$ cat config.mk
export PLATFORM = sky130hd
export DESIGN_NAME = midi_msg_parser
export DESIGN_NICKNAME = d
export VERILOG_FILES = /design/src/rtl/midi_parser_pkg.sv /design/src/rtl/midi_byte_decode.sv /design/src/rtl/midi_parse_fsm.sv /design/src/rtl/midi_msg_regs.sv /design/src/rtl/midi_msg_parser.sv
export SDC_FILE = /design/constraint.sdc
export NUM_CORES = 1
export LEC_CHECK = 0
export ABC_AREA = 1
export ABC_CLOCK_PERIOD_IN_PS = 3000
export CAP_MARGIN = 25
export CORE_ASPECT_RATIO = 1.25
export CORE_UTILIZATION = 50
export CTS_CLUSTER_SIZE = 14
export DETAILED_ROUTE_END_ITERATION = 12
export DONT_BUFFER_PORTS = 1
export PLACE_DENSITY_LB_ADDON = 0.2
export SLEW_MARGIN = 20
export SYNTH_ARGS = -nofsm -noshare
export SYNTH_HDL_FRONTEND = slang
export SYNTH_SLANG_ARGS = --single-unit
export TNS_END_PERCENT = 5
$ cat constraint.sdc
create_clock -name clk -period 3 [get_ports clk]
set_input_delay 0.6 -clock clk [delete_from_list [all_inputs] [get_ports clk]]
set_output_delay 0.6 -clock clk [all_outputs]
set_load 0.01 [all_outputs]
$ cat src/rtl/midi_parser_pkg.sv
package midi_parser_pkg;

    typedef enum logic [1:0] {
        PS_IDLE,
        PS_WAIT_FIRST,
        PS_WAIT_SECOND,
        PS_EMIT
    } parse_state_t;

    // Message kinds carrying two data bytes
    function automatic logic kind_has_two_data(input logic [3:0] kind);
        logic ok;
        unique case (kind)
            4'h8, 4'h9, 4'hA, 4'hB, 4'hE: ok = 1'b1;
            default:                      ok = 1'b0;
        endcase
        return ok;
    endfunction

endpackage

$ cat src/rtl/midi_byte_decode.sv
module midi_byte_decode #(
    parameter int BYTE_W = 8
) (
    input  logic [BYTE_W-1:0] byte_in,
    input  logic              byte_valid,
    output logic              status_go,
    output logic              status_stop,
    output logic              data_seen
);
    import midi_parser_pkg::*;

    localparam int NIB_W = BYTE_W / 2;

    logic             is_status;
    logic [NIB_W-1:0] kind;

    assign is_status   = byte_valid && byte_in[BYTE_W-1];
    assign kind        = byte_in[BYTE_W-1 -: NIB_W];
    assign status_go   = is_status && kind_has_two_data(kind);
    assign status_stop = is_status && !kind_has_two_data(kind);
    assign data_seen   = byte_valid && !byte_in[BYTE_W-1];

endmodule

$ cat src/rtl/midi_parse_fsm.sv
module midi_parse_fsm (
    input  logic clk,
    input  logic rst,
    input  logic status_go,
    input  logic status_stop,
    input  logic data_seen,
    output logic take_status,
    output logic take_first,
    output logic take_second,
    output logic emit
);
    import midi_parser_pkg::*;

    parse_state_t state, state_nx;

    always_ff @(posedge clk) begin
        if (rst) state <= PS_IDLE;
        else     state <= state_nx;
    end

    always_comb begin
        state_nx    = state;
        take_status = 1'b0;
        take_first  = 1'b0;
        take_second = 1'b0;
        emit        = (state == PS_EMIT);
        if (status_go) begin
            take_status = 1'b1;
            state_nx    = PS_WAIT_FIRST;
        end else if (status_stop) begin
            state_nx    = PS_IDLE;
        end else if (data_seen) begin
            unique case (state)
                PS_IDLE: state_nx = PS_IDLE;
                PS_WAIT_FIRST, PS_EMIT: begin
                    take_first = 1'b1;
                    state_nx   = PS_WAIT_SECOND;
                end
                PS_WAIT_SECOND: begin
                    take_second = 1'b1;
                    state_nx    = PS_EMIT;
                end
            endcase
        end else if (state == PS_EMIT) begin
            state_nx = PS_WAIT_FIRST;
        end
    end

endmodule

$ cat src/rtl/midi_msg_regs.sv
module midi_msg_regs #(
    parameter int BYTE_W = 8
) (
    input  logic                clk,
    input  logic                rst,
    input  logic [BYTE_W-1:0]   byte_in,
    input  logic                take_status,
    input  logic                take_first,
    input  logic                take_second,
    output logic [BYTE_W/2-1:0] msg_type,
    output logic [BYTE_W/2-1:0] channel,
    output logic [BYTE_W-2:0]   data1,
    output logic [BYTE_W-2:0]   data2
);
    localparam int NIB_W  = BYTE_W / 2;
    localparam int DATA_W = BYTE_W - 1;

    logic [BYTE_W-1:0] status_q;
    logic [DATA_W-1:0] first_q;

    always_ff @(posedge clk) begin
        if (rst) begin
            status_q <= '0;
            first_q  <= '0;
            msg_type <= '0;
            channel  <= '0;
            data1    <= '0;
            data2    <= '0;
        end else begin
            if (take_status) status_q <= byte_in;
            if (take_first)  first_q  <= byte_in[DATA_W-1:0];
            if (take_second) begin
                msg_type <= status_q[BYTE_W-1 -: NIB_W];
                channel  <= status_q[NIB_W-1:0];
                data1    <= first_q;
                data2    <= byte_in[DATA_W-1:0];
            end
        end
    end

endmodule

$ cat src/rtl/midi_msg_parser.sv
module midi_msg_parser #(
    parameter int BYTE_W = 8
) (
    input  logic                clk,
    input  logic                rst,
    input  logic [BYTE_W-1:0]   byte_in,
    input  logic                byte_valid,
    output logic                msg_valid,
    output logic [BYTE_W/2-1:0] msg_type,
    output logic [BYTE_W/2-1:0] channel,
    output logic [BYTE_W-2:0]   data1,
    output logic [BYTE_W-2:0]   data2
);
    logic status_go, status_stop, data_seen;
    logic take_status, take_first, take_second;

    midi_byte_decode #(.BYTE_W(BYTE_W)) u_dec (
        .byte_in     (byte_in),
        .byte_valid  (byte_valid),
        .status_go   (status_go),
        .status_stop (status_stop),
        .data_seen   (data_seen)
    );

    midi_parse_fsm u_fsm (
        .clk         (clk),
        .rst         (rst),
        .status_go   (status_go),
        .status_stop (status_stop),
        .data_seen   (data_seen),
        .take_status (take_status),
        .take_first  (take_first),
        .take_second (take_second),
        .emit        (msg_valid)
    );

    midi_msg_regs #(.BYTE_W(BYTE_W)) u_regs (
        .clk         (clk),
        .rst         (rst),
        .byte_in     (byte_in),
        .take_status (take_status),
        .take_first  (take_first),
        .take_second (take_second),
        .msg_type    (msg_type),
        .channel     (channel),
        .data1       (data1),
        .data2       (data2)
    );

endmodule

==> impl_metrics.ini <==
[timing]
hold_violations = 0
fin_worst_skew_ns = 0.00264
fin_tns_setup_ns = 0
tightest_slew_ns = 0.883
rsz0062_at_grt = no
slew_headroom_pct = 41.1
setup_viol = 0
max_freq_ghz = 0.659
slew_violations = 0
period_minus_slack_ns = 1.52
fin_crit_sh_pct = 50.6

[power_and_ir_drop]
irDropWorstVdd_mv = 0.313
p_per_area_nw_per_um2 = 540
leakage_nw = 0.719

[global_routing]
grt_use_total_pct = 19.2
grt_antenna_before_repair = 0
grt_use_met3_pct = 6.94
grt_util_met2_pct = 30.4
grt_pass1_vias = 1114
met1_usage_pct = 20.9
grt_pass1_wl_mm = 4.73
top_usage_layer = met2
overflow = 0
grt_max_degree = 45

[logic_synthesis]
synth.largest_area_cell = dfxtp_1
yosysSeqAreaShare_pct = 48.6
syn-num-nets = 242
async_reset_ff_share_pct = 0
synthXorXnorAreaFrac_pct = 0
synth_area_leaders = dfxtp_1 (49%), nand2_1 (18%), nor2_1 (11%), inv_1 (6.8%), a21oi_1 (5.0%)
synth.ff_latch_count = 39
synth_cell_types = 17
syn-instance-count = 231
netlist_area_um2 = 1610
synth_fa_ha_area_share_pct = 0
synth_compound_area_share_pct = 5.29
synth_top_area_share_pct = 48.6
synth-main-ff-cell = dfxtp_1
synth_top_family_by_area = simple AND/OR/NAND/NOR gates
synth_simple_gate_area_share_pct = 34.6
synth_mux_area_share_pct = 0
yosys_warnings = 0
synth.most_common_cell = nand2_1
synth_area_per_cell_um2 = 6.96
synth_enable_flop_cells = 0
synth_common_cells = nand2_1 (75), nor2_1 (49), dfxtp_1 (39)

[drt]
vias = 1230
dr.pass1.iters = 4
routed_wl_mm = 2.85
ant_nets = 0
route.detailed.drc = 0
vias_per_cell = 4.64
wl_per_cell_um = 10.8
drtIter0Drc = 17

[clock_network]
clockBufferDepth = 2
clock_sinks = 39
numCtsBuffers = 5
cts_tree = built
cts_max_level = 2
path_clk_slew_ns = 0.11
post_cts_resized = 0
hold_buffers = 0
clkLatencyLatePin_ns = 0.34
post_cts_buffers = 0
clockRootBuffer = clkbuf_4

[die]
coreArea_um2 = 3000
chipWidth_um = 52.7
initial_core_util_pct = 53.6
io_pins = 34
rows = 22
die_h_um = 65.4
die-area_um2 = 3450

[final_layout]
diodes = 0
fin_cells = 265
final_nets = 239
syn_to_final_growth_pct = 2.33
drive_above_1_share_pct = 5.68

[critical_path]
crit_required_ns = 2.40
end_kind = output pin
worst_ep_arrival_time_ns = 0.92
path_class = flip-flop to output pin
critPathMaxFanout = 2
start_kind = flip-flop

[place]
io_buffer_count = 0
dp_cells = 257
place.gp.congestion = 0.710
hpwlAfterDp_mm = 1.93

[worst_hold_path]
hold_class = input pin to flip-flop

[run]
drv_cap = 0

[outcome]
status = finished clean
where the power goes:
group	leakage [nW]	internal, mW	switching (mW)
registers	0.316	0.528	0.00624
logic	0.365	0.0176	0.0359
clock network	0.0386	0.138	0.163
total	0.719	0.684	0.205
flip-flops by register name (all words and copies together) (netlist names):
signal and count:
u_fsm.state 2, u_regs.data1 7, u_regs.first_q 7, u_regs.data2 7, u_regs.channel 4, u_regs.msg_type 4, u_regs.status_q 8
worst max-delay path: stages, from the launching register on:
cell     delay [ns]
dfxtp_1        0.39
nand2_1        0.09
inv_1          0.10
per-layer routing:
layer,vias up,routed length (um)
met2,27,1270
met5,-,0
li1,677,-
met4,0,86
met3,8,157
met1,518,1340
cells in the final DEF, fill, tap and decap left out, drive strengths merged:
cell | synthesis | routed
inv | 29 | 29
nand4 | 1 | 1
o21ai | 1 | 1
a21oi | 16 | 16
nand3 | 6 | 6
clkbuf | 1 | 8
nor2 | 52 | 52
nand2 | 77 | 77
dfxtp | 39 | 39
per-stage QoR:
step / setup slack, ns / cell area, um2 / hold slack [ns] / power (mW) / util (%)
after detailed placement: 1.37 / 1580 / 0.450 / 0.600 / 52.5
after floorplan: 1.69 / 1610 / 0.431 / 0.595 / -
final: 1.48 / 1650 / 0.305 / 0.889 / 54.8
after global placement: 1.38 / 1580 / 0.441 / 0.599 / 52.5
after global routing: 1.40 / 1650 / 0.274 / 0.937 / 54.8
after CTS: 1.46 / 1650 / 0.289 / 0.903 / 54.8
final timing paths:
path | start | endpoint | slack (ns) | depth (start not counted)
setup / recovery | u_fsm.state[1] | msg_valid | 1.48 | 2
hold reg to reg | u_regs.status_q[6] | u_regs.status_q[6] | 0.47 | 2
hold / removal | rst | u_regs.first_q[2] | 0.31 | 1
setup reg to reg | u_fsm.state[0] | u_regs.msg_type[0] | 1.67 | 6
cells by family after synthesis:
group	count (synthesis)
simple gates	136
compound gates	17
buf+inv	39
flops	39
final cells by class:
| type | instances | area (um2) |
|---|---|---|
| Sequential cell | 39 | 781 |
| Multi-Input combinational cell | 153 | 642 |
| Fill cell | 318 | 1360 |
| Tap cell | 36 | 45.0 |
| Inverter | 29 | 109 |
| Clock buffer | 8 | 68.8 |
Note: power is estimated with default switching activity, not from simulation.
